==> src/rtl/cdf_pkg.sv <==
package cdf_pkg;
  localparam int LANES = 4;

  typedef enum logic [1:0] {
    SZ_BYTE = 2'd0,
    SZ_HALF = 2'd1,
    SZ_WORD = 2'd2,
    SZ_WALT = 2'd3
  } acc_size_e;

  function automatic logic [2:0] size_bytes(input acc_size_e s);
    case (s)
      SZ_BYTE: return 3'd1;
      SZ_HALF: return 3'd2;
      default: return 3'd4;
    endcase
  endfunction
endpackage

==> src/rtl/cdf_ring.sv <==
module cdf_ring #(
  parameter int DEPTH  = 32,
  parameter int PUSH_N = 4,
  parameter int POP_N  = 1,
  localparam int PW  = $clog2(DEPTH),
  localparam int UW  = $clog2(PUSH_N + 1),
  localparam int OW  = $clog2(POP_N + 1)
) (
  input  logic                   clk,
  input  logic                   rst_n,
  input  logic                   clear,
  input  logic                   flush,
  input  logic [UW-1:0]          push_n,
  input  logic [PUSH_N-1:0][7:0] push_bytes,
  input  logic [OW-1:0]          pop_n,
  output logic [POP_N-1:0][7:0]  peek,
  output logic [PW:0]            count
);
  logic [PW:0]   head;
  logic [7:0]    mem [DEPTH];
  logic [PW-1:0] wr_idx [PUSH_N];

  always_comb begin
    for (int k = 0; k < PUSH_N; k++)
      wr_idx[k] = PW'(head[PW-1:0] + count[PW-1:0] + PW'(k));
  end

  always_ff @(posedge clk or negedge rst_n) begin
    if (!rst_n) begin
      head  <= '0;
      count <= '0;
    end else if (clear) begin
      count <= '0;
    end else if (flush) begin
      head[PW] <= ~head[PW];
      count    <= '0;
    end else begin
      head  <= head + (PW+1)'(pop_n);
      count <= count + (PW+1)'(push_n) - (PW+1)'(pop_n);
    end
  end

  always_ff @(posedge clk) begin
    for (int k = 0; k < PUSH_N; k++)
      if (!clear && !flush && UW'(k) < push_n)
        mem[wr_idx[k]] <= push_bytes[k];
  end

  for (genvar k = 0; k < POP_N; k++) begin : g_peek
    assign peek[k] = mem[PW'(head[PW-1:0] + PW'(k))];
  end
endmodule

==> src/rtl/cdf_lanes.sv <==
module cdf_lanes
  import cdf_pkg::*;
#(
  parameter int DEPTH = 32,
  localparam int PW = $clog2(DEPTH),
  localparam int NW = $clog2(LANES + 1),
  localparam int DW = 8 * LANES
) (
  input  logic                  acc_wr,
  input  logic                  acc_rd,
  input  acc_size_e             size,
  input  logic [DW-1:0]         wdata,
  input  logic [PW:0]           tx_count,
  input  logic [PW:0]           rx_count,
  input  logic [LANES-1:0][7:0] rx_peek,
  output logic [NW-1:0]         tx_push_n,
  output logic [LANES-1:0][7:0] tx_bytes,
  output logic [NW-1:0]         rx_pop_n,
  output logic [DW-1:0]         rdata_next
);
  logic [NW-1:0] w;
  logic [PW:0]   tx_free;
  logic [5:0]    shamt;
  logic [DW-1:0] aligned;
  logic [DW-1:0] gathered;

  always_comb begin
    w       = NW'(size_bytes(size));
    shamt   = {3'(3'd4 - 3'(w)), 3'b000};
    tx_free = (PW+1)'(DEPTH) - tx_count;
    if (!acc_wr)                          tx_push_n = '0;
    else if ((PW+1)'(w) <= tx_free)        tx_push_n = w;
    else                                  tx_push_n = NW'(tx_free);
    if (!acc_rd)                          rx_pop_n = '0;
    else if ((PW+1)'(w) <= rx_count)       rx_pop_n = w;
    else                                  rx_pop_n = NW'(rx_count);
    aligned = wdata << shamt;
    for (int k = 0; k < LANES; k++)
      gathered[8*(LANES-k)-1 -: 8] = (NW'(k) < rx_pop_n) ? rx_peek[k] : 8'h00;
    rdata_next = gathered >> shamt;
  end

  for (genvar k = 0; k < LANES; k++) begin : g_lane
    assign tx_bytes[k] = aligned[8*(LANES-k)-1 -: 8];
  end
endmodule

==> src/rtl/cdf_xfer.sv <==
module cdf_xfer #(
  parameter int DEPTH = 32,
  parameter int LEN_W = 12,
  parameter int CNT_W = 16,
  localparam int PW = $clog2(DEPTH),
  localparam int CW = LEN_W + CNT_W
) (
  input  logic             clk,
  input  logic             rst_n,
  input  logic             start,
  input  logic             dir_wr_in,
  input  logic [LEN_W-1:0] blk_len,
  input  logic [CNT_W-1:0] blk_cnt,
  input  logic             clk_en,
  input  logic [PW:0]      tx_count,
  input  logic [PW:0]      rx_count,
  input  logic             cd_tx_ready,
  input  logic             cd_rx_valid,
  input  logic             acc_rd,
  output logic             busy,
  output logic             cd_tx_valid,
  output logic             cd_rx_ready,
  output logic             tx_fire,
  output logic             rx_fire,
  output logic             tx_req,
  output logic             rx_req,
  output logic             data_done,
  output logic             prog_done,
  output logic [CW-1:0]    rem
);
  logic dir_wr;
  logic go;

  assign go          = busy && clk_en && (rem != '0);
  assign cd_tx_valid = go && dir_wr && (tx_count != '0);
  assign cd_rx_ready = go && !dir_wr && (rx_count != (PW+1)'(DEPTH));
  assign tx_fire     = cd_tx_valid && cd_tx_ready;
  assign rx_fire     = cd_rx_ready && cd_rx_valid;
  assign tx_req      = busy && dir_wr && (rem != '0);

  always_ff @(posedge clk or negedge rst_n) begin
    if (!rst_n) begin
      busy      <= 1'b0;
      dir_wr    <= 1'b0;
      rem       <= '0;
      data_done <= 1'b0;
      prog_done <= 1'b0;
      rx_req    <= 1'b0;
    end else if (start) begin
      busy      <= 1'b1;
      dir_wr    <= dir_wr_in;
      rem       <= CW'(blk_len) * CW'(blk_cnt);
      data_done <= 1'b0;
      prog_done <= 1'b0;
      rx_req    <= 1'b0;
    end else begin
      if (busy) begin
        if (rem == '0) begin
          busy      <= 1'b0;
          data_done <= 1'b1;
          prog_done <= dir_wr;
        end else if (tx_fire || rx_fire) begin
          rem <= rem - CW'(1);
        end
      end
      if (rx_fire)     rx_req <= 1'b1;
      else if (acc_rd) rx_req <= 1'b0;
    end
  end
endmodule

==> src/rtl/card_data_fifo.sv <==
module card_data_fifo
  import cdf_pkg::*;
#(
  parameter int DEPTH = 32,
  parameter int LEN_W = 12,
  parameter int CNT_W = 16,
  localparam int PW = $clog2(DEPTH),
  localparam int NW = $clog2(LANES + 1),
  localparam int DW = 8 * LANES,
  localparam int CW = LEN_W + CNT_W
) (
  input  logic             clk,
  input  logic             rst_n,
  input  logic             clk_en,
  input  logic             xfer_start,
  input  logic             xfer_dir_wr,
  input  logic [LEN_W-1:0] blk_len,
  input  logic [CNT_W-1:0] blk_cnt,
  input  logic             acc_wr,
  input  logic             acc_rd,
  input  logic [1:0]       acc_size,
  input  logic [DW-1:0]    acc_wdata,
  output logic [DW-1:0]    acc_rdata,
  input  logic             tx_flush,
  output logic             cd_tx_valid,
  input  logic             cd_tx_ready,
  output logic [7:0]       cd_tx_data,
  input  logic             cd_rx_valid,
  output logic             cd_rx_ready,
  input  logic [7:0]       cd_rx_data,
  output logic             busy,
  output logic             tx_req,
  output logic             rx_req,
  output logic             data_done,
  output logic             prog_done
);
  logic [PW:0]           tx_count, rx_count;
  logic [NW-1:0]         tx_push_n, rx_pop_n;
  logic [LANES-1:0][7:0] tx_bytes, rx_peek;
  logic [0:0][7:0]       tx_peek, rx_push_bytes;
  logic [DW-1:0]         rdata_next;
  logic                  tx_fire, rx_fire;
  logic [CW-1:0]         rem;

  assign cd_tx_data       = tx_peek[0];
  assign rx_push_bytes[0] = cd_rx_data;

  cdf_lanes #(.DEPTH(DEPTH)) u_lanes (
    .acc_wr(acc_wr), .acc_rd(acc_rd), .size(acc_size_e'(acc_size)),
    .wdata(acc_wdata), .tx_count(tx_count), .rx_count(rx_count),
    .rx_peek(rx_peek), .tx_push_n(tx_push_n), .tx_bytes(tx_bytes),
    .rx_pop_n(rx_pop_n), .rdata_next(rdata_next)
  );

  cdf_ring #(.DEPTH(DEPTH), .PUSH_N(LANES), .POP_N(1)) u_tx_ring (
    .clk(clk), .rst_n(rst_n), .clear(xfer_start), .flush(tx_flush),
    .push_n(tx_push_n), .push_bytes(tx_bytes), .pop_n(tx_fire),
    .peek(tx_peek), .count(tx_count)
  );

  cdf_ring #(.DEPTH(DEPTH), .PUSH_N(1), .POP_N(LANES)) u_rx_ring (
    .clk(clk), .rst_n(rst_n), .clear(xfer_start), .flush(1'b0),
    .push_n(rx_fire), .push_bytes(rx_push_bytes), .pop_n(rx_pop_n),
    .peek(rx_peek), .count(rx_count)
  );

  cdf_xfer #(.DEPTH(DEPTH), .LEN_W(LEN_W), .CNT_W(CNT_W)) u_xfer (
    .clk(clk), .rst_n(rst_n), .start(xfer_start), .dir_wr_in(xfer_dir_wr),
    .blk_len(blk_len), .blk_cnt(blk_cnt), .clk_en(clk_en),
    .tx_count(tx_count), .rx_count(rx_count), .cd_tx_ready(cd_tx_ready),
    .cd_rx_valid(cd_rx_valid), .acc_rd(acc_rd), .busy(busy),
    .cd_tx_valid(cd_tx_valid), .cd_rx_ready(cd_rx_ready), .tx_fire(tx_fire),
    .rx_fire(rx_fire), .tx_req(tx_req), .rx_req(rx_req),
    .data_done(data_done), .prog_done(prog_done), .rem(rem)
  );

  always_ff @(posedge clk or negedge rst_n) begin
    if (!rst_n)      acc_rdata <= '0;
    else if (acc_rd) acc_rdata <= rdata_next;
  end
endmodule

==> config.mk <==
export PLATFORM = sky130hd
export DESIGN_NAME = card_data_fifo
export DESIGN_NICKNAME = d
export VERILOG_FILES = /design/src/rtl/cdf_pkg.sv /design/src/rtl/cdf_ring.sv /design/src/rtl/cdf_lanes.sv /design/src/rtl/cdf_xfer.sv /design/src/rtl/card_data_fifo.sv
export SDC_FILE = /design/constraint.sdc
export NUM_CORES = 2
export LEC_CHECK = 0
export ABC_CLOCK_PERIOD_IN_PS = 6500
export BUFFER_PORTS_ARGS = -buffer_cell sky130_fd_sc_hd__clkbuf_2
export CAP_MARGIN = 20
export CORE_AREA = 3 3 311 313
export CTS_CLUSTER_DIAMETER = 200
export CTS_CLUSTER_SIZE = 28
export DETAILED_ROUTE_END_ITERATION = 10
export DIE_AREA = 0 0 314 316
export GPL_TIMING_DRIVEN = 0
export PLACE_DENSITY = 0.71
export SLEW_MARGIN = 20
export SYNTH_ARGS = -nofsm -noshare
export SYNTH_HDL_FRONTEND = slang
export SYNTH_SLANG_ARGS = --single-unit
==> constraint.sdc <==
create_clock -name clk -period 6.5 [get_ports clk]
set_input_delay 0.65 -clock clk [delete_from_list [all_inputs] [get_ports clk]]
set_output_delay 0.65 -clock clk [all_outputs]
set_load 0.01 [all_outputs]
==> results by stage <==
Timing:
- Between clock sinks in the finished design, the worst skew comes to approximately 0.070 ns.
- The shortest clock period the worst path allows after layout is ~6.4 ns.
- The achievable clock frequency is roughly 160 MHz.
- The worst path uses just under 100% of the clock period.
- The worst hold slack is roughly 0.2 ns.
- The number of failing hold endpoints at the final stage is 0.
- Measured against its own limit, the worst slew margin works out to around 16%.
- Setup repair after global routing left no endpoint under its margin.
- The slew at the pin closest to its max-slew limit is between 1 and 1.5 ns.
- Setup violations remaining at the end of the flow were counted as 0.
- The final worst slack is roughly 0.052 ns.
- The count of pins over their slew limit came to 0.

Synth:
- Summed over its instances, the top area cell type makes up 32.8% of the synthesized netlist area.
- The mapped netlist covers 0.0468 mm^2.
- In the post-synthesis netlist, the biggest area contributors are sky130_fd_sc_hd__edfxtp_1 (33%), sky130_fd_sc_hd__mux4_2 (18%), sky130_fd_sc_hd__fa_1 (6.2%).
- The async set or reset register ratio after synthesis is 14.5%.
- The Yosys step of the flow raised 0 warnings.
- sky130_fd_sc_hd__edfxtp_1 takes more of the synthesized area than any other cell.
- The most used flip-flop cell after synthesis is sky130_fd_sc_hd__edfxtp_1.
- The average instance area after synthesis is 12.2 um^2.
- The register bit total from synthesis is 599.
- After technology mapping, the gate count stands at roughly 3800.
- In this run, synthesis inferred ~500 flip-flops with an integrated enable.
- Synthesis produced a netlist with a net count of 4183.
- The number of distinct library cells after synthesis is slightly below 90.
- Sequential cells were found to cover 37.5% of the synthesized design area.

Setup path:
- The critical path data arrival time is 7.03 ns.
- Walking the worst path, the cells encountered are clkbuf_1 > buf_2 > clkbuf_1 > buf_2 > inv_1 > ha_1 > clkbuf_1 > clkbuf_2 > clkbuf_2 > mux4_2 > a211oi_1 > a21oi_1 > a21oi_1 > o22ai_1 > a221o_1.
- The startpoint of the most critical setup path is u_rx_ring.head[0]$_DFFE_PN0N_.
- The startpoint kind of the worst setup timing path is a flip-flop.
- The setup slack of the most critical reg-to-reg path is between 0.05 and 0.06 ns.
- The worst setup path is of the reg2reg kind.
- Of all nets on the critical path, the largest fanout is 10.
- The end point of the critical path is acc_rdata[3]$_DFFE_PN0P_.
- The source of the worst register-to-register timing path is u_rx_ring.head[0]$_DFFE_PN0N_.
- The endpoint class of the critical path is a flip-flop.
- The end of the worst register-to-register path is acc_rdata[3]$_DFFE_PN0P_.
- The critical path crosses 15 cells after its start point.
- The delay of the slowest cell on the worst path is slightly below 0.8 ns.
- The cell repeated most along the worst path is sky130_fd_sc_hd__clkbuf_1.
- The cell family with the largest share of critical-path delay is buffers and inverters.
- The data required time at the worst endpoint is around 7.1 ns.
- Measured in cells, the most critical reg-to-reg path has a length of 15.
- The number of buffers and inverters on the critical path is 8.
- The largest individual stage delay along the critical path comes from the cell sky130_fd_sc_hd__clkbuf_1.

Placed design:
- Input and output buffers added on the ports amount to between 100 and 150.
- At the end of routability-driven placement, the weighted congestion stood at approximately 1.1.
- The HPWL after detailed placement is around 140 mm.
- Summing all placed instances gives a cell area of between 0.04 and 0.05 mm^2.
- OpenSTA, run right after detailed placement, puts the worst setup slack at -0.718 ns.

Global route:
- Entering global routing, the biggest net connects 75 pins.
- The overall overflow remaining after global route is 0.
- The initial antenna violation count came to 17.
- The global-route wire length before repair is about 260 mm.
- The aggregate global-route resource usage is a little over a third.
- The via count of the first global-routing pass is ~36000.

CTS:
- In this run the number of H-tree levels came out at 1.
- The count of clock tree sinks is ~600.
- The latest clock arrival within the worst-skew pair is about 0.7 ns.
- The TritonCTS buffer count is 25.
- The buffers inserted during post-CTS setup optimization is 0.
- The buffer depth of the longest clock path is 3.
- The CTS clock-pin slew for the worst setup and hold paths is 0.11 ns.
- TritonCTS built the clock tree.
- CTS placed an instance of sky130_fd_sc_hd__clkbuf_16 at the clock tree root.

Routing:
- In this run the remaining antenna-violating nets after routing total 0.
- The pre-antenna-repair detailed-routing pass consisted of 9 iterations.
- The final wirelength is about 180 mm.
- The via count normalized by instance count is 7.26.
- The first routing iteration left between 6000 and 7000 violations.
- The count of unresolved DRC violations after routing is 0.
- After detailed routing, the average wire length per cell comes to about 34 um.
- The routed layout has between 30000 and 40000 vias.

Pwr:
- After layout, the design draws a total of approximately 0.021 W.
- The maximum ir drop on the vdd rail is 0.378 mV.
- In this run the static leakage power is between 15 and 20 nW.
- The cell area power density is roughly 420 mW/mm^2.

Floorplan:
- From bottom edge to top edge, the die measures ~320 um.
- The row count is approximately 110.
- After floorplanning, the core was sized to cover approximately 0.095 mm^2.
- Once the floorplan was initialized, standard cells occupied a little under 50% of the core.
- From left edge to right edge, the die measures ~310 um.
- The die covers 0.0992 mm^2.
- During I/O placement, the number of pins put on the boundary was 127.

Flow run:
- Across the run, the number of max-cap violations was 0.

Cells and area:
- Relative to the synthesized area, the layout overhead comes to 7.02%.
- Summing all multi-input logic gate instances after layout gives between 0.02 and 0.03 mm^2.
- In the final layout, flip-flops and latches occupy about 0.018 mm^2.
- The fraction of final layout cells sized beyond drive strength 1 is between 20% and 30%.
- Fill cells in the final layout number between 8000 and 9000.
- The finished cells cover approximately 0.050 mm^2.
- For this run, the post-layout net count is about 4300.
- The most frequent standard cell in the layout excluding fill and tap cells is sky130_fd_sc_hd__edfxtp_1.
- In the layout the commonest cells are sky130_fd_sc_hd__edfxtp_1 (512), sky130_fd_sc_hd__mux4_2 (377), sky130_fd_sc_hd__nand2_1 (374), sky130_fd_sc_hd__inv_1 (224), sky130_fd_sc_hd__nor2_1 (209).

Hold path:
- The path class of the tightest hold or removal check is in2reg.

Outcome:
- The flow ran to the end, and the final reports show no timing, DRC or antenna violations.
[area by class of cell]
class                   count  share of cell area (%)
multi-input cells        2677                    54.2
flip-flops and latches    599                    35.0
well taps                1265                    3.16
plain buffers             338                    2.91
inverters                 227                    1.70
repair buffers            136                    1.54
clock buffers              43                    1.38
clock inverters             3                  0.0799
diodes                      7                  0.0349
[cell usage after synthesis, types with 16 or more instances]
cell / number
sky130_fd_sc_hd__dfrtp_1: 87
sky130_fd_sc_hd__o2bb2ai_1: 17
sky130_fd_sc_hd__and2_1: 72
sky130_fd_sc_hd__fa_1: 145
sky130_fd_sc_hd__a2111oi_0: 74
sky130_fd_sc_hd__o211ai_1: 20
sky130_fd_sc_hd__nand3_1: 27
sky130_fd_sc_hd__or3_1: 33
sky130_fd_sc_hd__nor2_1: 218
sky130_fd_sc_hd__o21ai_1: 19
sky130_fd_sc_hd__nor3_1: 107
sky130_fd_sc_hd__o21ai_0: 52
sky130_fd_sc_hd__o221ai_1: 120
sky130_fd_sc_hd__o221a_2: 16
sky130_fd_sc_hd__a21oi_1: 84
sky130_fd_sc_hd__ha_1: 114
sky130_fd_sc_hd__a221oi_1: 124
sky130_fd_sc_hd__nor3_2: 20
sky130_fd_sc_hd__a21o_1: 17
sky130_fd_sc_hd__mux4_2: 377
sky130_fd_sc_hd__xnor2_1: 56
sky130_fd_sc_hd__a31oi_1: 16
sky130_fd_sc_hd__buf_2: 77
sky130_fd_sc_hd__edfxtp_1: 512
sky130_fd_sc_hd__buf_1: 49
sky130_fd_sc_hd__nand2b_1: 23
sky130_fd_sc_hd__clkbuf_1: 204
sky130_fd_sc_hd__inv_1: 223
sky130_fd_sc_hd__xor2_1: 24
sky130_fd_sc_hd__nor4_4: 16
sky130_fd_sc_hd__a211oi_1: 33
sky130_fd_sc_hd__nor2b_1: 29
sky130_fd_sc_hd__mux2_2: 67
sky130_fd_sc_hd__mux2i_1: 204
sky130_fd_sc_hd__nand2_1: 374
[power breakdown]
group,switching [W],internal [W],total (W)
sequential,0.000345,0.00454,0.00489
clock,0.00130,0.000750,0.00205
combinational,0.00876,0.00554,0.0143
[cell families after synthesis]
logic type	synth area share [%]
adders and majority gates	9.24
muxes	24.2
xor gates and xnor gates	1.88
AOI/OAI and AO/OA	11.4
buffers and inverters	4.89
DFF	37.5
and+or+nand+nor	11.0
[metrics by stage]
stage                     setup TNS (ns)  util, %  cells
final                                  0     53.0   5295
after global routing                   0     53.0   5290
after CTS                              0     52.9   5290
after detailed placement         -212.80     52.1   5243
after global placement           -148.55     51.8   5233
after floorplan                        0        -   3844
[registers in the layout, indices dropped and copies added, names as in the netlist]
signal            flops
u_tx_ring.head        5
u_rx_ring.mem       256
u_xfer.busy           1
u_tx_ring.mem       256
u_rx_ring.head        5
u_xfer.data_done      1
u_xfer.prog_done      1
u_rx_ring.count       6
u_xfer.dir_wr         1
u_tx_ring.count       6
u_xfer.rem           28
acc_rdata            32
u_xfer.rx_req         1
[routing by layer]
layer | wire [um] | track usage (%) | part of all wire, % | vias up
met5 | 115 | 0 | 0.063 | -
met3 | 26100 | 11.7 | 14 | 713
met4 | 13800 | 20.8 | 7.6 | 16
met2 | 79400 | 54.4 | 44 | 3343
met1 | 62600 | 46.3 | 34 | 19000
li1 | - | - | - | 15300
[worst reg2reg max path, stage by stage, from the launching register on]
cell                       delay (ns)
sky130_fd_sc_hd__dfrtp_1         0.48
sky130_fd_sc_hd__clkbuf_1        0.31
sky130_fd_sc_hd__buf_2           0.43
sky130_fd_sc_hd__clkbuf_1        0.79
sky130_fd_sc_hd__buf_2           0.52
sky130_fd_sc_hd__inv_1           0.10
sky130_fd_sc_hd__ha_1            0.30
sky130_fd_sc_hd__clkbuf_1        0.55
sky130_fd_sc_hd__clkbuf_2        0.42
sky130_fd_sc_hd__clkbuf_2        0.51
sky130_fd_sc_hd__mux4_2          0.42
sky130_fd_sc_hd__a211oi_1        0.65
sky130_fd_sc_hd__a21oi_1         0.21
sky130_fd_sc_hd__a21oi_1         0.27
sky130_fd_sc_hd__o22ai_1         0.12
sky130_fd_sc_hd__a221o_1         0.30
[worst min path at each step]
stage	end	cells past startpoint	startpoint	slack [ns]
3_3_place_gp	acc_rdata[21]$_DFFE_PN0P_	1	acc_rdata[21]$_DFFE_PN0P_	0.47
5_1_grt	u_xfer.dir_wr$_DFFE_PN0P_	3	xfer_dir_wr	0.22
4_1_cts	u_xfer.dir_wr$_DFFE_PN0P_	3	xfer_dir_wr	0.18
3_5_place_dp	acc_rdata[21]$_DFFE_PN0P_	1	acc_rdata[21]$_DFFE_PN0P_	0.48
2_1_floorplan	acc_rdata[0]$_DFFE_PN0P_	0	rst_n	0.35
6_report	u_xfer.dir_wr$_DFFE_PN0P_	3	xfer_dir_wr	0.20
[what timing repair did]
item,4_1_cts,5_1_grt
endpoints found under the hold margin,13,0
endpoints found under the setup margin,356,417
resized for setup,12,7
gates cloned,0,0
hold buffers,1,0
Power figures use the tool's default switching activity.
